--- config.mk ---
export PLATFORM = sky130hd
export DESIGN_NAME = slave_frame_seq
export DESIGN_NICKNAME = d
export VERILOG_FILES = /design/src/rtl/slave_frame_pkg.sv /design/src/rtl/sfs_frame_timer.sv /design/src/rtl/sfs_codec_seq.sv /design/src/rtl/sfs_serial_io.sv /design/src/rtl/sfs_burst_sched.sv /design/src/rtl/slave_frame_seq.sv
export SDC_FILE = /design/constraint.sdc
export NUM_CORES = 1
export LEC_CHECK = 0
export BUFFER_PORTS_ARGS = -buffer_cell sky130_fd_sc_hd__buf_4
export CORE_ASPECT_RATIO = 1.25
export CORE_MARGIN = 2
export CORE_UTILIZATION = 45
export CTS_CLUSTER_DIAMETER = 60
export DETAILED_ROUTE_END_ITERATION = 16
export GPL_ROUTABILITY_DRIVEN = 0
export PLACE_DENSITY = 0.66
export SLEW_MARGIN = 5
export SYNTH_ARGS = -nofsm -noshare
export SYNTH_HDL_FRONTEND = slang
export SYNTH_SLANG_ARGS = --single-unit
--- constraint.sdc ---
create_clock -name clk_i -period 2.4 [get_ports clk_i]
set_input_delay 0.48 -clock clk_i [delete_from_list [all_inputs] [get_ports clk_i]]
set_output_delay 0.48 -clock clk_i [all_outputs]
set_load 0.01 [all_outputs]
--- src/rtl/slave_frame_pkg.sv ---
package slave_frame_pkg;
  localparam int unsigned VOICE_W = 8;

  typedef struct packed {
    logic               sig2;
    logic               sig1;
    logic [VOICE_W-1:0] voice;
  } line_word_t;
endpackage

--- src/rtl/sfs_frame_timer.sv ---
// Idle watchdog and autonomous frame generator.
module sfs_frame_timer #(
  parameter int unsigned TIMEOUT_CYC = 1024,
  parameter int unsigned FRAME_CYC   = 512
) (
  input  logic clk_i,
  input  logic rst_ni,
  input  logic demod_i,
  input  logic pwr_up_i,
  input  logic tone_i,
  output logic timeout_o,
  output logic tick_o,
  output logic burst_o
);
  localparam int unsigned IW = $clog2(TIMEOUT_CYC + 1);
  localparam int unsigned FW = $clog2(FRAME_CYC);

  logic [IW-1:0] idle_q;
  logic [FW-1:0] fr_q;
  logic          par_q;
  logic          lost, free_run;

  assign lost      = (idle_q == IW'(TIMEOUT_CYC));
  assign free_run  = lost && (pwr_up_i || tone_i) && !demod_i;
  assign timeout_o = !demod_i && (idle_q == IW'(TIMEOUT_CYC - 1));
  assign tick_o    = free_run && (fr_q == FW'(FRAME_CYC - 1));
  assign burst_o   = tick_o && par_q && pwr_up_i;

  always_ff @(posedge clk_i or negedge rst_ni) begin
    if (!rst_ni) begin
      idle_q <= '0;
    end else if (demod_i) begin
      idle_q <= '0;
    end else if (!lost) begin
      idle_q <= idle_q + 1'b1;
    end
  end

  always_ff @(posedge clk_i or negedge rst_ni) begin
    if (!rst_ni) begin
      fr_q  <= '0;
      par_q <= 1'b0;
    end else if (!free_run) begin
      fr_q  <= '0;
      par_q <= 1'b0;
    end else if (tick_o) begin
      fr_q  <= '0;
      par_q <= ~par_q;
    end else begin
      fr_q  <= fr_q + 1'b1;
    end
  end
endmodule

--- src/rtl/sfs_codec_seq.sv ---
// Gated codec clock and transmit/receive window sequencing.
module sfs_codec_seq #(
  parameter int unsigned DIV = 32,
  parameter int unsigned NTX = 8
) (
  input  logic clk_i,
  input  logic rst_ni,
  input  logic start_i,
  input  logic loop_i,
  output logic codec_clk_o,
  output logic te_o,
  output logic shift_o,
  output logic sample_o,
  output logic last_o
);
  localparam int unsigned NPER = 2 * NTX;
  localparam int unsigned HALF = DIV / 2;
  localparam int unsigned PW   = $clog2(DIV);
  localparam int unsigned NW   = $clog2(NPER);

  logic          run_q, te_q;
  logic [PW-1:0] ph_q;
  logic [NW-1:0] per_q;
  logic          ph_end;

  assign ph_end      = (ph_q == PW'(DIV - 1));
  assign codec_clk_o = run_q && (ph_q < PW'(HALF)) && !loop_i;
  assign te_o        = te_q;
  assign shift_o     = run_q && ph_end && (per_q < NW'(NTX - 1));
  assign sample_o    = run_q && (ph_q == PW'(HALF - 1)) && (per_q >= NW'(NTX));
  assign last_o      = sample_o && (per_q == NW'(NPER - 1));

  always_ff @(posedge clk_i or negedge rst_ni) begin
    if (!rst_ni) begin
      run_q <= 1'b0;
      te_q  <= 1'b0;
      ph_q  <= '0;
      per_q <= '0;
    end else if (start_i) begin
      run_q <= 1'b1;
      te_q  <= 1'b1;
      ph_q  <= '0;
      per_q <= '0;
    end else if (run_q) begin
      if (ph_end) begin
        ph_q <= '0;
        if (per_q == NW'(NPER - 1)) run_q <= 1'b0;
        else                        per_q <= per_q + 1'b1;
        if (per_q == NW'(NTX - 1))  te_q  <= 1'b0;
      end else begin
        ph_q <= ph_q + 1'b1;
      end
    end
  end
endmodule

--- src/rtl/sfs_serial_io.sv ---
// Codec-side shift registers.
module sfs_serial_io #(
  parameter int unsigned W = 8
) (
  input  logic         clk_i,
  input  logic         rst_ni,
  input  logic         load_i,
  input  logic [W-1:0] load_val_i,
  input  logic         shift_i,
  input  logic         sample_i,
  input  logic         last_i,
  input  logic         rx_i,
  output logic         tx_bit_o,
  output logic [W-1:0] rx_word_o
);
  logic [W-1:0] tx_sh_q, rx_sh_q, rx_word_q;

  assign tx_bit_o  = tx_sh_q[W-1];
  assign rx_word_o = rx_word_q;

  always_ff @(posedge clk_i or negedge rst_ni) begin
    if (!rst_ni) begin
      tx_sh_q <= '0;
    end else if (load_i) begin
      tx_sh_q <= load_val_i;
    end else if (shift_i) begin
      tx_sh_q <= {tx_sh_q[W-2:0], 1'b0};
    end
  end

  always_ff @(posedge clk_i or negedge rst_ni) begin
    if (!rst_ni) begin
      rx_sh_q   <= '0;
      rx_word_q <= '0;
    end else if (sample_i) begin
      rx_sh_q <= {rx_sh_q[W-2:0], rx_i};
      if (last_i) rx_word_q <= {rx_sh_q[W-2:0], rx_i};
    end
  end
endmodule

--- src/rtl/sfs_burst_sched.sv ---
// Return burst delay and word assembly.
module sfs_burst_sched
  import slave_frame_pkg::*;
#(
  parameter int unsigned MOD_DELAY = 64
) (
  input  logic               clk_i,
  input  logic               rst_ni,
  input  logic               fire_i,
  input  logic               loop_sel_i,
  input  logic               si1_i,
  input  logic               si2_i,
  input  logic [VOICE_W-1:0] demod_voice_i,
  input  logic [VOICE_W-1:0] rx_word_i,
  output logic               mod_start_o,
  output line_word_t         mod_word_o
);
  localparam int unsigned CW = $clog2(MOD_DELAY + 1);

  logic [CW-1:0] cnt_q;
  logic          start_q;
  line_word_t    word_q;

  assign mod_start_o = start_q;
  assign mod_word_o  = word_q;

  always_ff @(posedge clk_i or negedge rst_ni) begin
    if (!rst_ni) begin
      cnt_q   <= '0;
      start_q <= 1'b0;
      word_q  <= '0;
    end else begin
      start_q <= (cnt_q == CW'(1));
      if (fire_i) begin
        cnt_q        <= CW'(MOD_DELAY);
        word_q.sig2  <= si2_i;
        word_q.sig1  <= si1_i;
        word_q.voice <= loop_sel_i ? demod_voice_i : rx_word_i;
      end else if (cnt_q != '0) begin
        cnt_q <= cnt_q - 1'b1;
      end
    end
  end
endmodule

--- src/rtl/slave_frame_seq.sv ---
module slave_frame_seq
  import slave_frame_pkg::*;
#(
  parameter int unsigned OSC_DIV     = 32,
  parameter int unsigned MOD_BAUDS   = 4,
  parameter int unsigned TIMEOUT_CYC = 1024,
  parameter int unsigned FRAME_CYC   = 512
) (
  input  logic       clk_i,
  input  logic       rst_ni,
  input  logic       demod_done_i,
  input  logic [9:0] demod_word_i,
  input  logic       demod_valid_i,
  input  logic       si1_i,
  input  logic       si2_i,
  input  logic       rx_i,
  input  logic       loopback_i,
  input  logic       tone_en_i,
  input  logic       pwr_up_i,
  output logic       codec_clk_o,
  output logic       tx_en_o,
  output logic       rx_en_o,
  output logic       tx_data_o,
  output logic       tx_oe_o,
  output logic       so1_o,
  output logic       so2_o,
  output logic       valid_o,
  output logic       mod_start_o,
  output logic [9:0] mod_word_o,
  output logic       pwr_req_o
);
  localparam int unsigned BAUD_DIV  = OSC_DIV / 2;
  localparam int unsigned MOD_DELAY = BAUD_DIV * MOD_BAUDS;

  line_word_t         dword, mword;
  logic               timeout, fr_tick, fr_burst, frame_start;
  logic               shift, sample, last, te;
  logic [VOICE_W-1:0] rx_word;
  logic               so1_q, so2_q, valid_q, preq_q;

  assign dword       = line_word_t'(demod_word_i);
  assign frame_start = demod_done_i || fr_tick;

  sfs_frame_timer #(
    .TIMEOUT_CYC(TIMEOUT_CYC),
    .FRAME_CYC  (FRAME_CYC)
  ) u_timer (
    .clk_i    (clk_i),
    .rst_ni   (rst_ni),
    .demod_i  (demod_done_i),
    .pwr_up_i (pwr_up_i),
    .tone_i   (tone_en_i),
    .timeout_o(timeout),
    .tick_o   (fr_tick),
    .burst_o  (fr_burst)
  );

  sfs_codec_seq #(
    .DIV(OSC_DIV),
    .NTX(VOICE_W)
  ) u_seq (
    .clk_i      (clk_i),
    .rst_ni     (rst_ni),
    .start_i    (frame_start),
    .loop_i     (loopback_i),
    .codec_clk_o(codec_clk_o),
    .te_o       (te),
    .shift_o    (shift),
    .sample_o   (sample),
    .last_o     (last)
  );

  sfs_serial_io #(
    .W(VOICE_W)
  ) u_sio (
    .clk_i     (clk_i),
    .rst_ni    (rst_ni),
    .load_i    (frame_start),
    .load_val_i(demod_done_i ? dword.voice : '0),
    .shift_i   (shift),
    .sample_i  (sample),
    .last_i    (last),
    .rx_i      (rx_i),
    .tx_bit_o  (tx_data_o),
    .rx_word_o (rx_word)
  );

  sfs_burst_sched #(
    .MOD_DELAY(MOD_DELAY)
  ) u_burst (
    .clk_i        (clk_i),
    .rst_ni       (rst_ni),
    .fire_i       ((demod_done_i && pwr_up_i) || fr_burst),
    .loop_sel_i   (demod_done_i && loopback_i),
    .si1_i        (si1_i),
    .si2_i        (si2_i),
    .demod_voice_i(dword.voice),
    .rx_word_i    (rx_word),
    .mod_start_o  (mod_start_o),
    .mod_word_o   (mword)
  );

  always_ff @(posedge clk_i or negedge rst_ni) begin
    if (!rst_ni) begin
      so1_q   <= 1'b0;
      so2_q   <= 1'b0;
      valid_q <= 1'b0;
      preq_q  <= 1'b0;
    end else if (demod_done_i) begin
      so1_q   <= dword.sig1;
      so2_q   <= dword.sig2;
      valid_q <= demod_valid_i;
      preq_q  <= 1'b1;
    end else if (timeout) begin
      valid_q <= 1'b0;
      preq_q  <= 1'b0;
    end
  end

  assign tx_en_o    = te;
  assign rx_en_o    = ~te;
  assign tx_oe_o    = te;
  assign so1_o      = so1_q;
  assign so2_o      = so2_q;
  assign valid_o    = valid_q;
  assign pwr_req_o  = preq_q;
  assign mod_word_o = mword;
endmodule

==> out/qor.csv <==
stage;metric;value;unit
synthesis;commonest register cell after synthesis;sky130_fd_sc_hd__dfrtp_1;
detailed_routing;drt wl/cell;14.2;um
setup_path;Reg2Reg Launch Point;u_timer.fr_q[0];
synthesis;Post-synth ARST share;100;%
power_and_ir_drop;Sw Share;28.0;%
synthesis;Avg Cell Area, Syn;11.6;sq um
setup_path;kind of end point of the critical path;register;
clock_tree;Root Buffer Master;sky130_fd_sc_hd__clkbuf_8;
synthesis;most frequent cells after synthesis;sky130_fd_sc_hd__dfrtp_1, sky130_fd_sc_hd__mux2_2, sky130_fd_sc_hd__nor2_1;
synthesis;synthesis warning total;0;
timing;Setup-failing EPs final;0;
setup_path;Data required, critical path;2.63;ns
synthesis;top cell type by total area after synthesis;sky130_fd_sc_hd__dfrtp_1;
power_and_ir_drop;leakage power summed over all cells;2.03;nW
detailed_routing;final routed DRC violation total;0;
power_and_ir_drop;Switch Pwr;767;uW
clock_tree;clock-pin slew of the registers on the worst-case setup and hold paths;0.08;ns
floorplan;starting density of the core;46.5;%
placed_design;total placed cells including tap cells;443;
run_status;outcome;complete, no violations;
synthesis;number of different library cells in the post-synthesis netlist;46;
clock_tree;clk sinks;77;
synthesis;fraction of the yosys area taken by sequential cells;53.2;%
final_layout;fin nets;392;
setup_path;reg-to-reg slack, setup;0.14;ns
floorplan;I/O pin count;40;
global_route;grt ovf;0;
job;number of maximum-capacitance constraint violations;0;
detailed_routing;number of antenna-violating nets in the routed design;0;
final_layout;share of post-route cells with drive strength above 1;31.2;%
synthesis;Syn Inst Count;311;
final_layout;# diodes;0;
detailed_routing;vias per cell;5.25;
timing;slew at the pin closest to its max-slew limit;0.620;ns
floorplan;Die Y-Extent;104;um
min_path;worst min path class;input port to asynchronous set/reset pin;
timing;Final Hold Slack;0.00714;ns
floorplan;area of the core region;7790;sq um
synthesis;flops & latches, synth;77;
setup_path;biggest fanout along the worst timing path;17;
global_route;pin count of the biggest net entering global routing;57;
final_layout;post-synthesis to final-layout area growth;17.1;%
placed_design;PortBufs;39;
synthesis;Synth area leaders;sky130_fd_sc_hd__dfrtp_1, sky130_fd_sc_hd__mux2_2, sky130_fd_sc_hd__ha_1, sky130_fd_sc_hd__nor2_1, sky130_fd_sc_hd__mux2i_1;
power_and_ir_drop;pwr/cell area;647;nW/um^2
placed_design;placed wire-length estimate after detailed placement;4680;um
synthesis;Synthesized Nets;343;
detailed_routing;iteration-0 DRC count of the detailed router;128;
clock_tree;total clock buffers created by CTS;9;
power_and_ir_drop;relative contribution of sequential cells to total power;53.6;%
synthesis;share of the synthesized area in the top cell type;53.2;%
power_and_ir_drop;power share of the combinational group;15.4;%
clock_tree;CTS tree;done;
power_and_ir_drop;Clock power frac;30.9;%
power_and_ir_drop;cell internal power dissipation;1.98;mW
detailed_routing;number of iterations in the first detailed-routing pass;5;
timing;worst relative slew slack;58.1;%
synthesis;synthesized area;3620;sq um
clock_tree;CTS HTree Levels;3;
timing;total count of max-transition violations in the final report;0;
timing;Final Cycle Share;94.3;%
setup_path;critical path class;register to register;
floorplan;placement row count;36;
setup_path;worst-case reg-to-reg path depth;9;
clock_tree;maximum root-to-sink buffer count;2;
setup_path;arrival time worst endpoint;2.50;ns
floorplan;overall die width;84.2;um
final_layout;final standard cell utilization of the core;54.4;%
timing;Max Freq;442;MHz
detailed_routing;final routed wirelength across all metal layers;6510;um
timing;hold violation total from the final report;0;
timing;clock period minus worst slack;2.26;ns
synthesis;number of flops mapped to enable cells by yosys;0;
global_route;first-pass GRT wire length;11200;um
global_route;vias in the first global route;2374;
timing;clock skew;0.00825;ns
setup_path;endpoint of the worst register-to-register path;u_burst.mod_word_o[4];
setup_path;startpoint type of the worst setup path;register;
final_layout;final std cells w/o fill;460;
floorplan;die area;8780;sq um
global_route;antenna violations before repair;0;
synthesis;leading cell type by number of instances after synthesis;sky130_fd_sc_hd__dfrtp_1;
power_and_ir_drop;IR Drop Worst-Case VDD;0.402;mV
clock_tree;clock network latency to the later pin of the worst-skew pair;0.35;ns
global_route;total track usage;16.1;%
detailed_routing;vias post-DR;2417;
==> registers in the layout, summed over array words and instances (netlist names) <==
signal               cells
pwr_req_o                1
so1_o                    1
so2_o                    1
u_burst.cnt_q            7
u_burst.mod_start_o      1
u_burst.mod_word_o      10
u_seq.per_q              4
u_seq.ph_q               5
u_seq.run_q              1
u_seq.te_o               1
u_sio.rx_sh_q            7
u_sio.rx_word_o          8
u_sio.tx_sh_q            8
u_timer.fr_q             9
u_timer.idle_q          11
u_timer.par_q            1
valid_o                  1
==> critical path, stage by stage (launching register included) <==
cell and delay (ns):
sky130_fd_sc_hd__dfrtp_1 0.38, sky130_fd_sc_hd__ha_1 0.20, sky130_fd_sc_hd__nand3_1 0.13, sky130_fd_sc_hd__nor2_2 0.16, sky130_fd_sc_hd__and3_1 0.17, sky130_fd_sc_hd__ha_2 0.20
sky130_fd_sc_hd__and4_1 0.17, sky130_fd_sc_hd__a32o_1 0.22, sky130_fd_sc_hd__buf_12 0.16, sky130_fd_sc_hd__mux2_2 0.34
==> how the worst max path moves through the flow <==
stage,from,endpoint,slack (ns),cells after the start
after CTS,u_timer.fr_q[0],u_burst.mod_word_o[4],0.06,9
after global placement,u_timer.fr_q[0],u_burst.mod_word_o[1],0.18,9
after detailed placement,u_timer.fr_q[0],u_burst.mod_word_o[4],0.09,9
final,u_timer.fr_q[0],u_burst.mod_word_o[4],0.14,9
after global routing,u_timer.fr_q[0],u_burst.mod_word_o[3],-0.005,9
after floorplan,u_timer.fr_q[0],u_burst.mod_word_o[8],0.16,10
==> power by group through the flow <==
stage	Combinational, mW	Sequential, mW	Clock, mW
2_1_floorplan	0.264	1.49	0
3_3_place_gp	0.417	1.49	0
3_5_place_dp	0.433	1.50	0
4_1_cts	0.433	1.47	0.876
5_1_grt	0.490	1.48	0.933
6_report	0.423	1.47	0.848
==> per-stage QoR <==
step	instance area (sq um)	TNS (ns)	total power, mW	setup WS (ns)
2_1_floorplan	3620	0	1.76	0.159
3_3_place_gp	4060	0	1.91	0.180
3_5_place_dp	4060	0	1.93	0.0867
4_1_cts	4230	0	2.78	0.0636
5_1_grt	4240	-0.0149	2.91	-0.00517
6_report	4240	0	2.74	0.136
==> cells in the final DEF (no fill, tap or decap), types with 5 or more instances in the layout <==
master / n
sky130_fd_sc_hd__a21oi_1: 6
sky130_fd_sc_hd__buf_4: 46
sky130_fd_sc_hd__clkbuf_8: 9
sky130_fd_sc_hd__dfrtp_1: 77
sky130_fd_sc_hd__ha_1: 11
sky130_fd_sc_hd__inv_1: 11
sky130_fd_sc_hd__mux2_2: 36
sky130_fd_sc_hd__mux2i_1: 10
sky130_fd_sc_hd__nand2_1: 20
sky130_fd_sc_hd__nand3_1: 10
sky130_fd_sc_hd__nand4_1: 5
sky130_fd_sc_hd__nor2_1: 31
sky130_fd_sc_hd__nor2_2: 5
sky130_fd_sc_hd__o21ai_0: 13
sky130_fd_sc_hd__xnor2_1: 9
sky130_fd_sc_hd__xor2_1: 10
==> metal layers <==
layer / part of all wire (%) / vias to the layer above / GRT usage (%) / wire length (um)
met5: 0 / - / 0 / 0
met4: 2.2 / 0 / 8.41 / 143
met1: 45 / 1175 / 20.6 / 2940
met2: 48 / 52 / 25.1 / 3140
met3: 4.5 / 11 / 3.97 / 295
li1: - / 1179 / - / -
==> repair_timing <==
action | CTS | global route
setup endpoints to repair | 0 | 10
setup buffers | 0 | 1
gates resized for setup | 0 | 2
hold buffers | 0 | 0
==> layout make-up <==
| cell class | instances | area [sq um] |
|---|---|---|
| timing repair buffer | 48 | 385 |
| clock inverter | 6 | 40.0 |
| tap | 95 | 119 |
| fill | 688 | 3550 |
| multi-input combinational | 213 | 1600 |
| clock buffer | 10 | 128 |
| inverter | 11 | 41.3 |
| sequential | 77 | 1930 |
==> cell families (layout without fill, tap and decap cells) <==
family / after synthesis / count (layout) / share of synthesized area (%)
AO/OA/AOI/OAI: 33 / 33 / 5.77
XOR/XNOR: 19 / 19 / 4.60
buffers and inverters: 21 / 75 / 2.73
adder cells (fa/ha/maj): 12 / 12 / 4.15
AND/OR/NAND/NOR: 103 / 103 / 15.6
flip-flops: 77 / 77 / 53.2
multiplexers: 46 / 46 / 14.0
No activity file was read; power rests on OpenSTA's default activity.
